`src/rtl/alu_zflag_pkg.sv`:
```
package alu_zflag_pkg;
  localparam int FN_W    = 4;
  localparam int FN_LAST = 8;

  typedef enum logic [FN_W-1:0] {
    FN_PASS_A = 4'd0,
    FN_PASS_B = 4'd1,
    FN_ADD    = 4'd2,
    FN_SUB    = 4'd3,
    FN_MUL    = 4'd4,
    FN_INC    = 4'd5,
    FN_DEC    = 4'd6,
    FN_SHL    = 4'd7,
    FN_SHR    = 4'd8
  } fn_e;

  typedef enum logic [1:0] {
    AS_ADD = 2'd0,
    AS_SUB = 2'd1,
    AS_INC = 2'd2,
    AS_DEC = 2'd3
  } as_mode_e;
endpackage

```
`src/rtl/alu_rst_sync.sv`:
```
module alu_rst_sync #(
  parameter int STAGES = 2
) (
  input  logic clk,
  input  logic rst_n,
  output logic rst_sync_n
);
  logic [STAGES-1:0] chain_q;
  logic [STAGES-1:0] chain_d;

  always_comb begin
    chain_d = {chain_q[STAGES-2:0], 1'b1};
  end

  always_ff @(posedge clk or negedge rst_n) begin
    if (!rst_n) chain_q <= '0;
    else        chain_q <= chain_d;
  end

  assign rst_sync_n = chain_q[STAGES-1];
endmodule

```
`src/rtl/alu_addsub.sv`:
```
module alu_addsub
  import alu_zflag_pkg::*;
#(
  parameter int W = 32
) (
  input  as_mode_e       mode,
  input  logic [W-1:0]   a,
  input  logic [W-1:0]   b,
  output logic [W-1:0]   sum
);
  logic [W-1:0] b_eff;
  logic         cin;

  always_comb begin
    unique case (mode)
      AS_ADD: begin b_eff = b;          cin = 1'b0; end
      AS_SUB: begin b_eff = ~b;         cin = 1'b1; end
      AS_INC: begin b_eff = '0;         cin = 1'b1; end
      default: begin b_eff = '1;        cin = 1'b0; end
    endcase
  end

  assign sum = a + b_eff + W'(cin);
endmodule

```
`src/rtl/alu_mul.sv`:
```
module alu_mul #(
  parameter int W = 32
) (
  input  logic [W-1:0] a,
  input  logic [W-1:0] b,
  output logic [W-1:0] prod_lo
);
  assign prod_lo = a * b;
endmodule

```
`src/rtl/alu_shift1.sv`:
```
module alu_shift1 #(
  parameter int W = 32
) (
  input  logic [W-1:0] a,
  output logic [W-1:0] shl,
  output logic [W-1:0] shr
);
  assign shl = {a[W-2:0], 1'b0};
  assign shr = {1'b0, a[W-1:1]};
endmodule

```
`src/rtl/alu_zflag_reg.sv`:
```
module alu_zflag_reg #(
  parameter int W = 32
) (
  input  logic         clk,
  input  logic         rst_n,
  input  logic         load_en,
  input  logic [W-1:0] res,
  output logic         z
);
  logic z_q;
  logic z_d;

  always_comb begin
    z_d = z_q;
    if (load_en) z_d = (res == '0);
  end

  always_ff @(posedge clk or negedge rst_n) begin
    if (!rst_n) z_q <= 1'b0;
    else        z_q <= z_d;
  end

  assign z = z_q;

  a_r10_hold_when_idle: assert property (@(posedge clk) disable iff (!rst_n)
    !load_en |=> $stable(z));

  a_r9_load_tracks_zero: assert property (@(posedge clk) disable iff (!rst_n)
    load_en |=> (z == $past(res == '0)));
endmodule

```
`src/rtl/alu_zflag.sv`:
```
module alu_zflag
  import alu_zflag_pkg::*;
#(
  parameter int DATA_W = 32
) (
  input  logic              clk,
  input  logic              rst_n,
  input  logic [DATA_W-1:0] op_a,
  input  logic [DATA_W-1:0] op_b,
  input  logic [FN_W-1:0]   func_sel,
  input  logic              flag_en,
  output logic [DATA_W-1:0] result,
  output logic              zero_flag
);
  localparam logic [FN_W-1:0] LAST_CODE = FN_W'(FN_LAST);

  logic              rst_int_n;
  logic              code_ok;
  as_mode_e          as_mode;
  logic [DATA_W-1:0] as_sum;
  logic [DATA_W-1:0] mul_lo;
  logic [DATA_W-1:0] sh_l;
  logic [DATA_W-1:0] sh_r;

  alu_rst_sync #(.STAGES(2)) u_rst (
    .clk(clk), .rst_n(rst_n), .rst_sync_n(rst_int_n)
  );

  always_comb begin
    code_ok = (func_sel <= LAST_CODE);
    unique case (func_sel)
      FN_SUB:  as_mode = AS_SUB;
      FN_INC:  as_mode = AS_INC;
      FN_DEC:  as_mode = AS_DEC;
      default: as_mode = AS_ADD;
    endcase
  end

  alu_addsub #(.W(DATA_W)) u_addsub (
    .mode(as_mode), .a(op_a), .b(op_b), .sum(as_sum)
  );

  alu_mul #(.W(DATA_W)) u_mul (
    .a(op_a), .b(op_b), .prod_lo(mul_lo)
  );

  alu_shift1 #(.W(DATA_W)) u_shift (
    .a(op_a), .shl(sh_l), .shr(sh_r)
  );

  always_comb begin
    unique case (func_sel)
      FN_PASS_A: result = op_a;
      FN_PASS_B: result = op_b;
      FN_ADD, FN_SUB, FN_INC, FN_DEC: result = as_sum;
      FN_MUL:    result = mul_lo;
      FN_SHL:    result = sh_l;
      FN_SHR:    result = sh_r;
      default:   result = '0;
    endcase
  end

  alu_zflag_reg #(.W(DATA_W)) u_zflag (
    .clk(clk), .rst_n(rst_int_n), .load_en(flag_en & code_ok),
    .res(result), .z(zero_flag)
  );

  a_r8_unused_gives_zero: assert property (@(posedge clk) disable iff (!rst_int_n)
    (func_sel > LAST_CODE) |-> (result == '0));

  a_r8_unused_keeps_flag: assert property (@(posedge clk) disable iff (!rst_int_n)
    (func_sel > LAST_CODE) |=> $stable(zero_flag));

  a_r1_pass_a: assert property (@(posedge clk) disable iff (!rst_int_n)
    (func_sel == FN_PASS_A) |-> (result == op_a));

  a_r5_inc_step: assert property (@(posedge clk) disable iff (!rst_int_n)
    (func_sel == FN_INC) |-> ((result - op_a) == DATA_W'(1)));

  a_r6_shl_fill: assert property (@(posedge clk) disable iff (!rst_int_n)
    (func_sel == FN_SHL) |-> (result[0] == 1'b0 && result[DATA_W-1:1] == op_a[DATA_W-2:0]));

  a_r7_shr_fill: assert property (@(posedge clk) disable iff (!rst_int_n)
    (func_sel == FN_SHR) |-> (result[DATA_W-1] == 1'b0 && result[DATA_W-2:0] == op_a[DATA_W-1:1]));
endmodule

```
`config.mk`:
```
export PLATFORM = sky130hd
export DESIGN_NAME = alu_zflag
export DESIGN_NICKNAME = d
export VERILOG_FILES = /design/src/rtl/alu_zflag_pkg.sv /design/src/rtl/alu_rst_sync.sv /design/src/rtl/alu_addsub.sv /design/src/rtl/alu_mul.sv /design/src/rtl/alu_shift1.sv /design/src/rtl/alu_zflag_reg.sv /design/src/rtl/alu_zflag.sv
export SDC_FILE = /design/constraint.sdc
export NUM_CORES = 1
export LEC_CHECK = 0
export CAP_MARGIN = 15
export CORE_ASPECT_RATIO = 0.8
export CORE_MARGIN = 3
export CORE_UTILIZATION = 52
export CTS_CLUSTER_DIAMETER = 80
export DETAILED_ROUTE_END_ITERATION = 10
export DONT_BUFFER_PORTS = 1
export GPL_TIMING_DRIVEN = 1
export HOLD_SLACK_MARGIN = 0.15
export MAX_ROUTING_LAYER = met4
export PLACE_DENSITY_LB_ADDON = 0.12
export SLEW_MARGIN = 20
export SYNTH_ARGS = -nofsm -noshare
export SYNTH_HDL_FRONTEND = slang
export SYNTH_SLANG_ARGS = --single-unit
```
`constraint.sdc`:
```
create_clock -name clk -period 13 [get_ports clk]
set_input_delay 2.6 -clock clk [delete_from_list [all_inputs] [get_ports clk]]
set_output_delay 2.6 -clock clk [all_outputs]
set_load 0.02 [all_outputs]
```
After elaboration in Yosys (flattened, before gate mapping):

Cells that the tools add are included.

* $mul: 1
* divide/modulo/power cells: 0
* mux-type cells: 4
* add/subtract/negate cells: 2
* reduce and logical (&&, ||, !) cells: 5
* bitwise gates (word level): 2
* equality and inequality tests: 10
* shifts and indexed selects: 0
* $lt $le $gt $ge: 1

Operator list (count)
* 32-bit case mux with 6 select lines: 1
* 32-bit case mux with 3 select lines: 1
* 32-bit by 1-bit adder with 32-bit output: 1
* 32-bit adder: 1
* 32-bit logical NOT: 1
* 32-bit by 32-bit multiplier with 32-bit output: 1
* 32-bit NOT: 1
* 4-bit by 3-bit == test with 1-bit output, second input constant: 4
* 4-bit by 2-bit == test with 1-bit output, second input constant: 2
* 2-bit case mux with 3 select lines: 1
* 4-bit by 1-bit == test with 1-bit output, second input constant: 1
* 4-bit == test, second input constant: 1
* 4-bit less-or-equal comparator, second input constant: 1
* 4-bit logical NOT: 1
* 4-bit OR reduction: 1
* 2-bit by 1-bit == test with 1-bit output, second input constant: 1
* 2-bit == test, second input constant: 1
* 2-bit logical NOT: 1
* 2-bit OR reduction: 1
* 1-bit bitwise AND: 1
* 1-bit 2-to-1 mux: 1

* flip-flop bits (word level): 3
* latch bits: 0
* ROM bits: 0
* memories kept: 0
* memory bits (writable): 0
* input bits: 71

Logic depth before layout (Yosys ltp):

* word-level depth: 8
* mapped depth: 28
* gate-level depth less buffers: 26

Modules after synthesis:

From an unflattened synthesis, not the netlist that was laid out.

* cells, all modules: 2357
* area total of the unflattened synthesis: 20509.7 um^2

Modules (own cells, without submodules)
* alu_mul: area each 15708.8 um^2, instances 1, cells an instance 1697
* alu_addsub: area each 2292.2 um^2, instances 1, cells an instance 320
* alu_zflag: area each 1851.8 um^2, instances 1, cells an instance 258
* alu_shift1: area each 484.2 um^2, instances 1, cells an instance 65
* alu_zflag_reg: area each 118.9 um^2, instances 1, cells an instance 14
* alu_rst_sync: area each 53.8 um^2, instances 1, cells an instance 3

Worst setup path before layout:

OpenSTA, ideal clock, no wires.

* kind: input-to-output
* start: input op_a[12]
* end: output result[31]
* slack: 998 ps
* arrival time: 9402 ps
* cell stages on the path: 24
* data required time: 10400 ps
* path through: clkbuf_1 clkbuf_1 and2_1 fa_1 fa_1 fa_1 inv_1 fa_1 inv_1 fa_1 inv_1 fa_1 inv_1 fa_1 fa_1 ha_1 clkbuf_1 o2111ai_1 or3b_2 o21ai_1 a21o_1 a31oi_1 mux2i_1 a211o_1

* cells in the longest elaborated chain, start to end: 3
* elaborated cells between the ends (all ways): 4

RTL lines
* start: declaration: line alu_zflag.sv:8 `input logic [DATA_W-1:0] op_a,`
* branches (longest 2 deep; another with 32-bit by 32-bit multiplier with 32-bit output)
* 32-bit case mux with 6 select lines (*): line alu_zflag.sv:52 `unique case (func_sel)`
* end: declaration: line alu_zflag.sv:12 `output logic [DATA_W-1:0] result,`

Every way passes the cells marked *.

Worst setup path after layout:

* start: input op_b[2]
* end: output result[31]

* cells in the longest elaborated chain, start to end: 5
* elaborated cells between the ends (all ways): 6

RTL lines
* start: declaration: line alu_zflag.sv:9 `input logic [DATA_W-1:0] op_b,`
* 32-bit NOT: line alu_addsub.sv:17 `AS_SUB: begin b_eff = ~b; cin = 1'b1; end`
* 32-bit case mux with 3 select lines: line alu_addsub.sv:15 `unique case (mode)`
* 32-bit adder: line alu_addsub.sv:23 `assign sum = a + b_eff + W'(cin);`
* 32-bit by 1-bit adder with 32-bit output: line alu_addsub.sv:23
* 32-bit case mux with 6 select lines (*): line alu_zflag.sv:52

Every way passes the cells marked *; elsewhere a longest branch is shown, timed or not.

==> summary.md <==
| Metric | Value |
|---|---|
| Grt total ovfl | `0` |
| Die height | `181 um` |
| Critical path buffer and inverter count | `4` |
| Top delay family on crit path | `adder cells` |
| Worst-skew pair later-pin latency | `0.22 ns` |
| Drt first pass iters | `7` |
| Setup slack after layout | `~0.87 ns` |
| Final ANT Viol Nets | `0` |
| Slowest stage delay, CP | `0.54 ns` |
| Ys async rst share | `100%` |
| Critical path launch point type | `primary input` |
| CTS tree | `yes` |
| Seq/Total Area, Yosys | `0.379%` |
| Multi-input gate area | `17700 um2` |
| Hold Vio Cnt, Final | `0` |
| Layout Cells excl Fill | `~2700` |
| Die ar. | `around 40000 um2` |
| CP max-delay cell | `fa_1` |
| Routed vias/inst | `6.00` |
| Filler cells | `3450` |
| Critical path arrival | `approximately 9.5 ns` |
| Slew headroom | `32.9%` |
| Synth Flop Type | `dfrtp_1` |
| I/O Pins | `approximately 100` |
| Largest net degree at the start of global routing | `between 50 and 60` |
| Wirelength per Cell | `23.2 um` |
| Clk buf depth | `2` |
| Storage cell area | `75.1 um2` |
| Syn Area/Cell | `8.56 um2` |
| DP HPWL | `47600 um` |
| # diodes | `0` |
| Vias in the first global route | `16804` |
| Crit path cell chain | `and2_1, fa_1, inv_1, fa_1, fa_1, fa_1, inv_1, fa_1, inv_1, fa_1, inv_1, fa_1, fa_1, ha_1, and2_1, and3_1, or3b_2, o21ai_1, a21o_1, a31oi_1, mux2i_1, a211o_1` |
| Max Cap Viol | `0` |
| RSZ-0062 raised after global routing | `no` |
| TNS Setup | `0 ns` |
| Inserted Clock Buffers | `3` |
| Hold_ws | `around 0.36 ns` |
| Worst hold-check path type | `register to register` |
| Post-route minimum period | `around 12 ns` |
| Peak Freq | `about 82 MHz` |
| Post-synth EDFFs | `0` |
| Setup slack at placement | `0.939 ns` |
| Max Slew Vio Count | `0` |
| Area Overhead vs Synth | `0.904%` |
| Flops & latches, synth | `3` |
| DRT Wirelength | `slightly above 60000 um` |
| Post-Syn Nets | `between 2000 and 3000` |
| Iteration-0 DRC Markers | `between 1000 and 1500` |
| Status | `completed` |
| Critical Path End Type | `primary output` |
| Max H-tree Level | `1` |
| Standard-cell rows | `between 60 and 70` |
| # Post-CTS Setup Buffers | `0` |
| Synth Instances | `2315` |
| Worst-Margin Slew | `1.00 ns` |
| First-pass GRT wire length | `99600 um` |
| I/O Buffers | `0` |
| Critical Path RT | `around 10 ns` |
| Layout cells sized above 1 | `1.61%` |
| Clock Sinks | `3` |
| DIE WIDTH | `224 um` |
| Synthesized cell area | `19800 um2` |
| Vias | `15970` |
| Worst-path clk slew | `0.03 ns` |
| Post-CTS sizing | `0` |
| Synth cell types | `77` |
| CP Class | `primary input to primary output` |
| Total track usage | `between 30% and 40%` |
| Initial antenna violation count | `2` |
| Routability cong. | `around 0.97` |
| Initial Util | `53.1%` |
| DRC Markers | `0` |
| Placed Instances | `between 2000 and 3000` |
| Tcrit/Tclk final | `93.3%` |
| Worst clock skew | `0.000777 ns` |
| CP most frequent cell | `fa_1` |
| Layout net count | `between 2000 and 3000` |
| Synth warn | `0` |
| Root Driver | `clkbuf_16` |
| Cts hold-fix bufs | `1` |
| Final Setup Violations | `0` |
| Core footprint | `37300 um2` |
| Worst-path maximum fanout | `33` |
-- area by class of cell --
class	instances	area share, %
Inverter	395	7.42
Multi-Input combinational cell	1761	88.4
Sequential cell	3	0.376
Tap cell	487	3.05
Clock buffer	4	0.394
Timing Repair Buffer	10	0.388
-- flip-flops by register name, summed over array words and instances, names as in the netlist --
register,count
u_rst.chain_q,2
u_zflag.z,1
-- worst reg2reg max path: stages, from the launching register on --
cell      delay, ns
dfrtp_1        0.45
nand2b_1       0.14
o41ai_2        0.07
-- kinds of logic after synthesis --
logic type / synth area share [%]
other: 0.0189
AOI/OAI and AO/OA: 11.4
adders and majority gates: 51.3
and+or+nand+nor: 20.3
muxes: 1.59
buffers and inverters: 10.5
xor gates and xnor gates: 4.40
DFF: 0.379
-- per-stage QoR --
step                      utilization, %  cell area [um2]
final                               53.6            20000
after global routing                53.6            20000
after CTS                           53.6            20000
after detailed placement            53.4            19900
after global placement              53.4            19900
after floorplan                        -            19800
-- cells in the mapped netlist, types with 6 or more instances --
library cell / number / area (um2)
a211o_1: 37 / 324
a211oi_1: 15 / 113
a21o_1: 35 / 263
a21oi_1: 38 / 190
a221oi_1: 10 / 87.6
a22o_1: 13 / 114
a22oi_1: 12 / 90.1
a31oi_1: 24 / 150
and2_1: 315 / 1970
and3_1: 9 / 56.3
buf_2: 7 / 35.0
clkbuf_1: 141 / 529
fa_1: 410 / 8210
ha_1: 156 / 1950
inv_1: 395 / 1480
mux2i_1: 27 / 270
nand2_1: 250 / 938
nand2b_1: 6 / 37.5
nand3_1: 12 / 60.1
nand3b_1: 8 / 60.1
nor2_1: 55 / 206
nor2b_1: 40 / 250
nor3_1: 14 / 70.1
o2111ai_1: 7 / 61.3
o211ai_1: 9 / 67.6
o21ai_0: 35 / 175
o221ai_1: 10 / 87.6
or3_1: 9 / 56.3
xnor2_1: 77 / 674
xor2_1: 20 / 175
-- path summary, 6_finish.rpt --
| kind | start | end | slack (ns) | cells after the start |
|---|---|---|---|---|
| setup / recovery | op_b[2] | result[31] | 0.87 | 22 |
| hold / removal | u_rst.chain_q[0] | u_rst.chain_q[1] | 0.36 | 0 |
| setup reg to reg | u_zflag.z | u_zflag.z | 12.21 | 2 |
| hold reg to reg | u_rst.chain_q[0] | u_rst.chain_q[1] | 0.36 | 0 |
| max in group asynchronous | rst_n | u_rst.chain_q[0] | 10.86 | 0 |
| min in group asynchronous | u_rst.chain_q[1] | u_zflag.z | 0.55 | 1 |
-- placed cells by master, fill, tap and decap left out, types with 27 or more instances in the layout --
cell type  Yosys  layout
a21o_1        35      35
inv_1        395     395
nor2_1        55      55
xnor2_1       77      77
a21oi_1       38      38
nand2_1      250     250
nor2b_1       40      40
and2_1       315     315
a211o_1       37      37
mux2i_1       27      27
fa_1         410     410
o21ai_0       35      35
ha_1         156     155
-- metal layers --
metal,vias up,share of wire (%),GRT usage (%)
met4,0,2.0,5.31
li1,6985,-,-
met5,-,0,-
met3,100,7.7,4.30
met1,8251,44,45.3
met2,634,47,51.3
Power is left out: the tool's default activity adds up to more than one toggle a clock period on the data nets, which glitch-free logic cannot reach.
